**src/rtl/pconv_pkg.sv**
```systemverilog
package pconv_pkg;

  typedef enum logic [2:0] {
    S_IDLE,
    S_SETUP,
    S_STROBE,
    S_WAITB,
    S_CONV,
    S_GUARD,
    S_CAPTURE,
    S_RELEASE
  } seqState_t;

  typedef struct packed {
    logic capture;
    logic fault;
    logic overrun;
  } seqStrobe_t;

endpackage

```
**src/rtl/pconv_ctrl.sv**
```systemverilog
module pconv_ctrl
  import pconv_pkg::*;
#(
  parameter int SETUP_CYC    = 1,
  parameter int LOW_CYC      = 2,
  parameter int HIGH_CYC     = 2,
  parameter int GUARD_CYC    = 3,
  parameter int GAP_CYC      = 5,
  parameter int RELEASE_CYC  = 4,
  parameter int PERIOD_CYC   = 34,
  parameter int BUSY_TO_CYC  = 4,
  parameter int CONV_MAX_CYC = 30,
  parameter int SYNC_STAGES  = 2,
  parameter int RATE_W       = 16
) (
  input  logic              clk,
  input  logic              rstN,
  input  logic              sampleReq,
  input  logic              freeRun,
  input  logic [RATE_W-1:0] rateCycles,
  input  logic              adcBusyN,
  output logic              csN,
  output logic              convstN,
  output seqStrobe_t        strobes
);

  function automatic int maxOf(input int a, input int b);
    return (a > b) ? a : b;
  endfunction

  // the strobe high time is covered by enforcing at least HIGH_CYC of quiet gap
  localparam int GAP_EFF = maxOf(GAP_CYC, HIGH_CYC);
  localparam int MAXC = maxOf(maxOf(maxOf(SETUP_CYC, LOW_CYC), maxOf(GUARD_CYC, RELEASE_CYC)),
                              maxOf(maxOf(BUSY_TO_CYC, CONV_MAX_CYC), maxOf(GAP_EFF, PERIOD_CYC)));
  localparam int CNT_W = $clog2(MAXC + 1);
  localparam logic [CNT_W-1:0] SETUP_END   = CNT_W'(SETUP_CYC - 1);
  localparam logic [CNT_W-1:0] LOW_END     = CNT_W'(LOW_CYC - 1);
  localparam logic [CNT_W-1:0] GUARD_END   = CNT_W'(GUARD_CYC - 1);
  localparam logic [CNT_W-1:0] RELEASE_END = CNT_W'(RELEASE_CYC - 1);
  localparam logic [CNT_W-1:0] BUSY_END    = CNT_W'(BUSY_TO_CYC - 1);
  localparam logic [CNT_W-1:0] CONV_END    = CNT_W'(CONV_MAX_CYC - 1);
  localparam logic [CNT_W-1:0] GAP_FULL    = CNT_W'(GAP_EFF);
  localparam logic [CNT_W-1:0] PERIOD_END  = CNT_W'(PERIOD_CYC - 1);

  seqState_t         state, stateNext;
  logic [CNT_W-1:0]  stepCnt, gapCnt, periodCnt;
  logic [RATE_W-1:0] rateCnt;
  logic [SYNC_STAGES-1:0] busySync;
  logic              busyNs, pending, rateTick, request, start, faultNow;

  // busy arrives from another timing domain
  always_ff @(posedge clk) begin
    if (!rstN) busySync <= '1;
    else       busySync <= {busySync[SYNC_STAGES-2:0], adcBusyN};
  end
  assign busyNs = busySync[SYNC_STAGES-1];

  // free-run rate timer
  assign rateTick = freeRun && (rateCycles != '0) && (rateCnt == rateCycles - 1'b1);
  always_ff @(posedge clk) begin
    if (!rstN || !freeRun || rateTick) rateCnt <= '0;
    else                               rateCnt <= rateCnt + 1'b1;
  end

  assign request = sampleReq || rateTick;
  assign start   = (state == S_IDLE) && pending && (gapCnt >= GAP_FULL) && (periodCnt >= PERIOD_END);

  always_ff @(posedge clk) begin
    if (!rstN) pending <= 1'b0;
    else       pending <= (pending && !start) || request;
  end

  always_comb begin
    stateNext = state;
    faultNow  = 1'b0;
    unique case (state)
      S_IDLE:    if (start) stateNext = S_SETUP;
      S_SETUP:   if (stepCnt == SETUP_END) stateNext = S_STROBE;
      S_STROBE:  if (stepCnt == LOW_END) stateNext = S_WAITB;
      S_WAITB: begin
        if (!busyNs) stateNext = S_CONV;
        else if (stepCnt == BUSY_END) begin
          faultNow  = 1'b1;
          stateNext = S_RELEASE;
        end
      end
      S_CONV: begin
        if (busyNs) stateNext = S_GUARD;
        else if (stepCnt == CONV_END) begin
          faultNow  = 1'b1;
          stateNext = S_RELEASE;
        end
      end
      S_GUARD:   if (stepCnt == GUARD_END) stateNext = S_CAPTURE;
      S_CAPTURE: stateNext = S_RELEASE;
      S_RELEASE: if (stepCnt == RELEASE_END) stateNext = S_IDLE;
      default:   stateNext = S_IDLE;
    endcase
  end

  always_ff @(posedge clk) begin
    if (!rstN) begin
      state     <= S_IDLE;
      stepCnt   <= '0;
      gapCnt    <= GAP_FULL;
      periodCnt <= PERIOD_END;
    end else begin
      state <= stateNext;
      if (stateNext != state || state == S_IDLE) stepCnt <= '0;
      else                                       stepCnt <= stepCnt + 1'b1;
      if (state == S_CONV && busyNs) gapCnt <= '0;
      else if (gapCnt < GAP_FULL)    gapCnt <= gapCnt + 1'b1;
      if (start)                        periodCnt <= '0;
      else if (periodCnt < PERIOD_END)  periodCnt <= periodCnt + 1'b1;
    end
  end

  assign csN     = (state == S_IDLE) || (state == S_RELEASE);
  assign convstN = (state != S_STROBE);

  assign strobes.capture = (state == S_CAPTURE);
  assign strobes.fault   = faultNow;
  assign strobes.overrun = request && pending && !start;

endmodule

```
**src/rtl/pconv_dpath.sv**
```systemverilog
module pconv_dpath
  import pconv_pkg::*;
#(
  parameter int DATA_W = 12,
  parameter int EXT_W  = 16,
  parameter int OVR_W  = 8
) (
  input  logic              clk,
  input  logic              rstN,
  input  seqStrobe_t        strobes,
  input  logic [DATA_W-1:0] adcData,
  input  logic              outReady,
  output logic              outValid,
  output logic [DATA_W-1:0] outData,
  output logic [EXT_W-1:0]  outDataSx,
  output logic              errFlag,
  output logic              overflowFlag,
  output logic [OVR_W-1:0]  overrunCnt
);

  localparam int PAD_W = EXT_W - DATA_W;

  always_ff @(posedge clk) begin
    if (!rstN) begin
      outValid     <= 1'b0;
      outData      <= '0;
      overflowFlag <= 1'b0;
      errFlag      <= 1'b0;
      overrunCnt   <= '0;
    end else begin
      if (strobes.capture) begin
        if (outValid && !outReady) begin
          overflowFlag <= 1'b1;
        end else begin
          outData  <= adcData;
          outValid <= 1'b1;
        end
      end else if (outValid && outReady) begin
        outValid <= 1'b0;
      end
      if (strobes.fault) errFlag <= 1'b1;
      if (strobes.overrun && overrunCnt != '1) overrunCnt <= overrunCnt + 1'b1;
    end
  end

  assign outDataSx = {{PAD_W{outData[DATA_W-1]}}, outData};

endmodule

```
**src/rtl/pconv_seq.sv**
```systemverilog
module pconv_seq
  import pconv_pkg::*;
#(
  parameter int DATA_W       = 12,
  parameter int EXT_W        = 16,
  parameter int OVR_W        = 8,
  parameter int RATE_W       = 16,
  parameter int SETUP_CYC    = 1,
  parameter int LOW_CYC      = 2,
  parameter int HIGH_CYC     = 2,
  parameter int GUARD_CYC    = 3,
  parameter int GAP_CYC      = 5,
  parameter int RELEASE_CYC  = 4,
  parameter int PERIOD_CYC   = 34,
  parameter int BUSY_TO_CYC  = 4,
  parameter int CONV_MAX_CYC = 30
) (
  input  logic              clk,
  input  logic              rstN,
  input  logic              sampleReq,
  input  logic              freeRun,
  input  logic [RATE_W-1:0] rateCycles,
  output logic              adcCsN,
  output logic              adcConvstN,
  input  logic              adcBusyN,
  input  logic [DATA_W-1:0] adcData,
  output logic              outValid,
  input  logic              outReady,
  output logic [DATA_W-1:0] outData,
  output logic [EXT_W-1:0]  outDataSx,
  output logic              errFlag,
  output logic              overflowFlag,
  output logic [OVR_W-1:0]  overrunCnt
);

  seqStrobe_t strobes;

  pconv_ctrl #(
    .SETUP_CYC(SETUP_CYC), .LOW_CYC(LOW_CYC), .HIGH_CYC(HIGH_CYC),
    .GUARD_CYC(GUARD_CYC), .GAP_CYC(GAP_CYC), .RELEASE_CYC(RELEASE_CYC),
    .PERIOD_CYC(PERIOD_CYC), .BUSY_TO_CYC(BUSY_TO_CYC),
    .CONV_MAX_CYC(CONV_MAX_CYC), .SYNC_STAGES(2), .RATE_W(RATE_W)
  ) u_ctrl (
    .clk(clk), .rstN(rstN), .sampleReq(sampleReq), .freeRun(freeRun),
    .rateCycles(rateCycles), .adcBusyN(adcBusyN),
    .csN(adcCsN), .convstN(adcConvstN), .strobes(strobes)
  );

  pconv_dpath #(.DATA_W(DATA_W), .EXT_W(EXT_W), .OVR_W(OVR_W)) u_dpath (
    .clk(clk), .rstN(rstN), .strobes(strobes), .adcData(adcData),
    .outReady(outReady), .outValid(outValid), .outData(outData),
    .outDataSx(outDataSx), .errFlag(errFlag), .overflowFlag(overflowFlag),
    .overrunCnt(overrunCnt)
  );

endmodule

```
**config.mk**
```make
export PLATFORM = sky130hd
export DESIGN_NAME = pconv_seq
export DESIGN_NICKNAME = d
export VERILOG_FILES = /design/src/rtl/pconv_pkg.sv /design/src/rtl/pconv_ctrl.sv /design/src/rtl/pconv_dpath.sv /design/src/rtl/pconv_seq.sv
export SDC_FILE = /design/constraint.sdc
export NUM_CORES = 1
export LEC_CHECK = 0
export BUFFER_PORTS_ARGS = -buffer_cell sky130_fd_sc_hd__buf_2
export CORE_MARGIN = 1.5
export CORE_UTILIZATION = 30
export DETAILED_ROUTE_END_ITERATION = 10
export MAX_ROUTING_LAYER = met4
export PLACE_DENSITY_LB_ADDON = 0.05
export REMOVE_ABC_BUFFERS = 1
export SETUP_SLACK_MARGIN = 0.15
export SLEW_MARGIN = 15
export SYNTH_ARGS = -nofsm -noshare
export SYNTH_HDL_FRONTEND = slang
export SYNTH_SLANG_ARGS = --single-unit
```
**constraint.sdc**
```tcl
create_clock -name clk -period 6.5 [get_ports clk]
set_input_delay 0.65 -clock clk [delete_from_list [all_inputs] [get_ports clk]]
set_output_delay 0.65 -clock clk [all_outputs]
set_load 0.005 [all_outputs]
```
==> impl_metrics.toml, run 1 <==
[setup_path]
cp_max_fo = 11
path_class = "input pin to flop"
arrival_ps = 3330
crit_path_start_kind = "input pin"
crit_required_ps = 6750
crit_path_end_kind = "flop"
reg2reg_slack_ps = 3880

[timing]
worst_slack_ps = 3420
post-route-min-period_ps = 3080
clock_skew_ps = 6.29
worst-slew-pin-transition_ps = 858
setup_violations = 0
finalHoldViolCount = 0
relSlewSlack_pct = 42.3
tns_ps = 0
grt_setup_unrepaired = "no"
maxSlewViolCount = 0
timing.fmax_mhz = 324
period_share_pct = 47.4

[floorplan]
core_area_mm2 = 0.0120
rows = 40
die_h_um = 114
die_x_um = 114
start_util_pct = 30.6
die_area_mm2 = 0.0129
ioPinCount = 75

[logic_synthesis]
ys.flop_type = "dfxtp_1"
synth_area_leaders = "dfxtp_1, xor2_1, mux2i_1, ha_1, nor2_1"
synth_seq_cells = 63
synth_warnings = 0
synth-edff-count = 0
yosysTopAreaCell = "dfxtp_1"
synthCells = 419
async_flop_share_pct = 0
synth_area_per_cell_um2 = 8.74
synth_top_area_share_pct = 34.4
yosysMostFrequentCell = "dfxtp_1"
synth_area_mm2 = 0.00366
netlist_top_cells_count = "dfxtp_1, nor2_1, nand2_1"
yosysUniqueCellTypes = 64
yosysSeqAreaShare_pct = 34.4

[global_routing]
grt_remaining_overflow = 0
grtUsageTotal_pct = 13.6
grt_pass1_wl_um = 13600
antenna_found_initial = 0
grt_pass1_vias = 2874
grt_max_degree = 47

[final_layout]
drive_above_1_share_pct = 22.9
diodes = 0
fin_cells = 623
nets = 519
fillers = 1215
design_area_mm2 = 0.00430
area_growth_pct = 17.3

[cts]
cts_resized = 0
cts-root-to-sink-buffers = 2
insertion_delay_ps = 320
ctsHoldBuffers = 0
cts_buffers = 9
clkSlewWorstSetupHoldPaths_ps = 50
root_buffer = "clkbuf_16"
cts_tree = "done"
htreeDepth = 3
post_cts_buffers = 0
clkSinkCount = 63

[placement]
numPortBuffers = 74
dpl.hpwl_um = 5990
post-place-cells = 608
dp_slack_ps = 3090
place.gp.congestion = 0.824
placed_area_mm2 = 0.00402

[route]
post-route-drc-count = 0
drt_first_iter_violations = 149
num_vias = 2974
drt-wirelength-per-cell_um = 13.0
wirelength_um = 8120
first_pass_iters = 4
viasPerCell = 4.77
antenna_left = 0

[flow_run]
max-cap-violations = 0

[status]
outcome = "finished, final reports clean"

[power]
peakVddDrop_uv = 132
p_per_area_mw_per_mm2 = 229
p_leak_nw = 1.76

[worst_hold_path]
min_path_type = "flop to flop"
==> worst max-delay path: stages <==
cell,delay [ps]
buf_2,150
inv_1,80
ha_1,370
or4b_4,560
nor4_4,170
o2111ai_2,180
nor4_4,310
a41oi_4,230
nor4_1,390
mux2i_1,230
==> worst paths after layout <==
path / startpoint / end / depth (start not counted)
setup / recovery: rateCycles[0] / u_dpath.overrunCnt[7] / 10
hold / removal: u_ctrl.busySync[0] / u_ctrl.busySync[1] / 1
setup reg to reg: u_ctrl.periodCnt[0] / u_dpath.overrunCnt[5] / 10
hold reg to reg: u_ctrl.busySync[0] / u_ctrl.busySync[1] / 1
==> logic make-up (layout without fill, tap and decap cells) <==
family / Yosys count / in the layout / synth area share (%)
XOR/XNOR: 42 / 42 / 10.0
AND/OR/NAND/NOR: 178 / 178 / 27.1
buffers and inverters: 52 / 109 / 7.82
AO/OA/AOI/OAI: 48 / 48 / 9.90
adder cells (fa/ha/maj): 13 / 13 / 4.44
flip-flops: 63 / 63 / 34.4
multiplexers: 23 / 23 / 6.28
==> cell usage in the layout, fill, tap and decap left out, drive strengths merged, types with 14 or more instances in the layout <==
cell type   n
inv        18
nand2      34
xnor2      14
buf        76
mux2i      23
xor2       28
nor2b      16
nor2       40
nor3       14
dfxtp      63
==> sequential cells by signal (all words and copies together) (netlist names), 2 cells and up <==
name                cells
u_ctrl.busySync         2
u_ctrl.gapCnt           6
u_ctrl.periodCnt        6
u_ctrl.stepCnt          6
u_dpath.overrunCnt      8
u_dpath.outData        12
u_ctrl.rateCnt         16
u_ctrl.state            3
==> per-stage QoR <==
step / hold WS (ps) / util (%) / total power, mW
final: 406 / 35.9 / 0.984
after detailed placement: 396 / 33.6 / 0.539
after floorplan: 386 / - / 0.493
after global placement: 396 / 33.6 / 0.540
after CTS: 410 / 35.9 / 1.00
after global routing: 451 / 35.9 / 1.04
==> per-layer routing <==
| layer | track usage [%] | routed length [µm] | share of wire, % | vias to the layer above |
|---|---|---|---|---|
| met1 | 16.5 | 3830 | 47 | 1341 |
| met5 | - | 0 | 0 | - |
| met2 | 21.6 | 3680 | 45 | 88 |
| met4 | 5.00 | 154 | 1.9 | 0 |
| li1 | - | - | - | 1534 |
| met3 | 3.56 | 453 | 5.6 | 11 |
==> power by group <==
group,internal (mW),switching [mW]
clock network,0.291,0.164
registers,0.399,0.0155
logic,0.0501,0.0646
==> final cells by class <==
type	count	area [µm²]	area share, %
clock inverter	5	50.0	1.16
sequential	63	1260	29.3
tap	147	184	4.28
timing repair buffer	76	385	8.97
clock buffer	10	229	5.33
multi-input combinational	304	2120	49.3
inverter	18	67.6	1.57
Note: power is estimated with default switching activity, not from simulation.
==> run 2: changes to the inputs <==
Clock period 6.5 ns to 2.5 ns, I/O delays scaled along.
==> run 2 against run 1 <==
  * Sequential share of layout area down 2.2 points
  * Clock skew shrank 0.63 ps
  * Wire length grew 2.9%
  * Flip-flop and latch count did not move
  * Non-clock buffer count grew 30
  * Cell area is 8.5% higher
  * Combinational power increased to 3.9 times the previous value
  * Clock power rose to 2.5 times the previous value
  * Critical path depth did not move
  * Count of clock-buffer cells in the layout is 5 higher
  * Via count increased by 3.8%
  * Global-route usage grew 0.39 points
==> impl_metrics.toml, run 2 (synthesis gave the netlist of run 1 again) <==
[status]
outcome = "finished, final reports clean"

[final_layout]
reg_top3 = "u_ctrl.rateCnt x16, u_dpath.outData x12, u_dpath.overrunCnt x8"
diodes = 0
design_area_mm2 = 0.00466
final_common_cell = "buf_2"
drive_above_1_share_pct = 30.6
nets = 549
regMostFlops = "u_ctrl.rateCnt"
area_growth_pct = 27.3
layout_common_cells = "buf_2, dfxtp_1, nor2_1"
largest_reg_flops = 16

[worst_hold_path]
holdPathStages = 2
hold_end = "u_ctrl.busySync[0]"
hold_start = "adcBusyN"
min_path_type = "input pin to flop"

[placement]
dp_slack_ps = -174
place.gp.congestion = 0.780
placed_area_mm2 = 0.00425
numPortBuffers = 74
dpl.hpwl_um = 6280

[power]
switchingPower_mw = 0.657
power.internal_mw = 2.01
switching_share_pct = 24.6
seqPwrFrac_pct = 40.0
clkPwrFrac_pct = 43.3
p_leak_nw = 1.94
peakVddDrop_uv = 312
combPwrFrac_pct = 16.7
p_per_area_mw_per_mm2 = 573

[floorplan]
die_x_um = 114
core_area_mm2 = 0.0120
die_h_um = 114
rows = 40
start_util_pct = 30.6
die_area_mm2 = 0.0129
ioPinCount = 75

[timing]
post-route-min-period_ps = 2330
grt_setup_unrepaired = "yes"
worst_slack_ps = 172
worst-slew-pin-transition_ps = 478
setup_violations = 0
finalHoldViolCount = 0
maxSlewViolCount = 0
clock_skew_ps = 5.66
timing.fmax_mhz = 429
relSlewSlack_pct = 68.0
period_share_pct = 93.1
tns_ps = 0

[global_routing]
antenna_found_initial = 0
grt_max_degree = 32
grt_pass1_wl_um = 14000
grt_remaining_overflow = 0
grt_pass1_vias = 2951
grtUsageTotal_pct = 13.9

[setup_path]
cp_num_buf_inv = 2
reg2reg_slack_ps = 170
crit_path_start_kind = "flop"
path_cells = "inv_2, ha_4, or4b_4, nor2_2, a2111oi_1, buf_4, or2b_4, a41o_4, nor4b_4, mux2i_1"
rr_worst_depth = 10
timing.rr.start = "u_ctrl.periodCnt[0]"
reg2reg_to = "u_dpath.overrunCnt[3]"
cp_max_fo = 7
crit_required_ps = 2750
arrival_ps = 2580
cp_slowest_cell = "or4b_4"
cp_slowest_stage_delay_ps = 460
crit_family = "simple AND/OR/NAND/NOR gates"
path_class = "flop to flop"
crit_path_end_kind = "flop"

[route]
viasPerCell = 4.73
post-route-drc-count = 0
wirelength_um = 8350
antenna_left = 0
first_pass_iters = 4
num_vias = 3088
drt_first_iter_violations = 120
drt-wirelength-per-cell_um = 12.8

[cts]
cts_tree = "done"
cts-root-to-sink-buffers = 2
clkSinkCount = 63
insertion_delay_ps = 320
clkSlewWorstSetupHoldPaths_ps = 50
htreeDepth = 3
cts_buffers = 9
root_buffer = "clkbuf_16"

[flow_run]
max-cap-violations = 0
==> run 2: metrics by stage <==
| step | util, % | power, mW | hold WS, ps | cells |
|---|---|---|---|---|
| 3_5_place_dp | 35.5 | 1.48 | 397 | 637 |
| 4_1_cts | 38.5 | 2.70 | 91.7 | 653 |
| 3_3_place_gp | 35.5 | 1.48 | 399 | 637 |
| 2_1_floorplan | - | 1.28 | 323 | 385 |
| 6_report | 39.0 | 2.67 | 107 | 653 |
| 5_1_grt | 39.0 | 2.82 | 101 | 653 |
==> run 2: worst max path at each step <==
stage	start	to	cells past startpoint
after global routing	rateCycles[0]	u_dpath.overrunCnt[7]	10
after global placement	rateCycles[0]	u_dpath.overrunCnt[5]	10
final	u_ctrl.periodCnt[0]	u_dpath.overrunCnt[3]	10
after CTS	u_ctrl.periodCnt[0]	u_dpath.overrunCnt[3]	10
after floorplan	rateCycles[0]	u_dpath.overrunCnt[7]	9
after detailed placement	rateCycles[0]	u_dpath.overrunCnt[7]	10
==> run 2: final cells by class <==
type                    count  area, µm²
clock buffers              15        278
fillers                  1216       7300
inverters                  18       70.1
multi-input cells         304       2230
flip-flops and latches     63       1270
well taps                 147        184
repair buffers            106        636
==> run 2: power groups by stage <==
stage | clock (mW) | sequential (mW) | combinational, mW
2_1_floorplan | 0 | 1.09 | 0.195
3_3_place_gp | 0 | 1.08 | 0.401
3_5_place_dp | 0 | 1.08 | 0.396
4_1_cts | 1.20 | 1.07 | 0.431
5_1_grt | 1.24 | 1.07 | 0.507
6_report | 1.16 | 1.07 | 0.447
==> run 2: routing by layer <==
metal  track usage [%]  vias up  part of all wire (%)
met5                 -        -                     0
met4              5.75        0                   1.4
met3              3.40        9                   4.9
met2              22.4       70                    46
met1              16.8     1410                    47
li1                  -     1599                     -
==> run 2: timing repair <==
| action | CTS | global route |
|---|---|---|
| endpoints found under the setup margin | 8 | 14 |
| setup buffers | 1 | 0 |
| hold buffers | 0 | 0 |
| gates resized for setup | 15 | 16 |
| pin swaps | 3 | 4 |
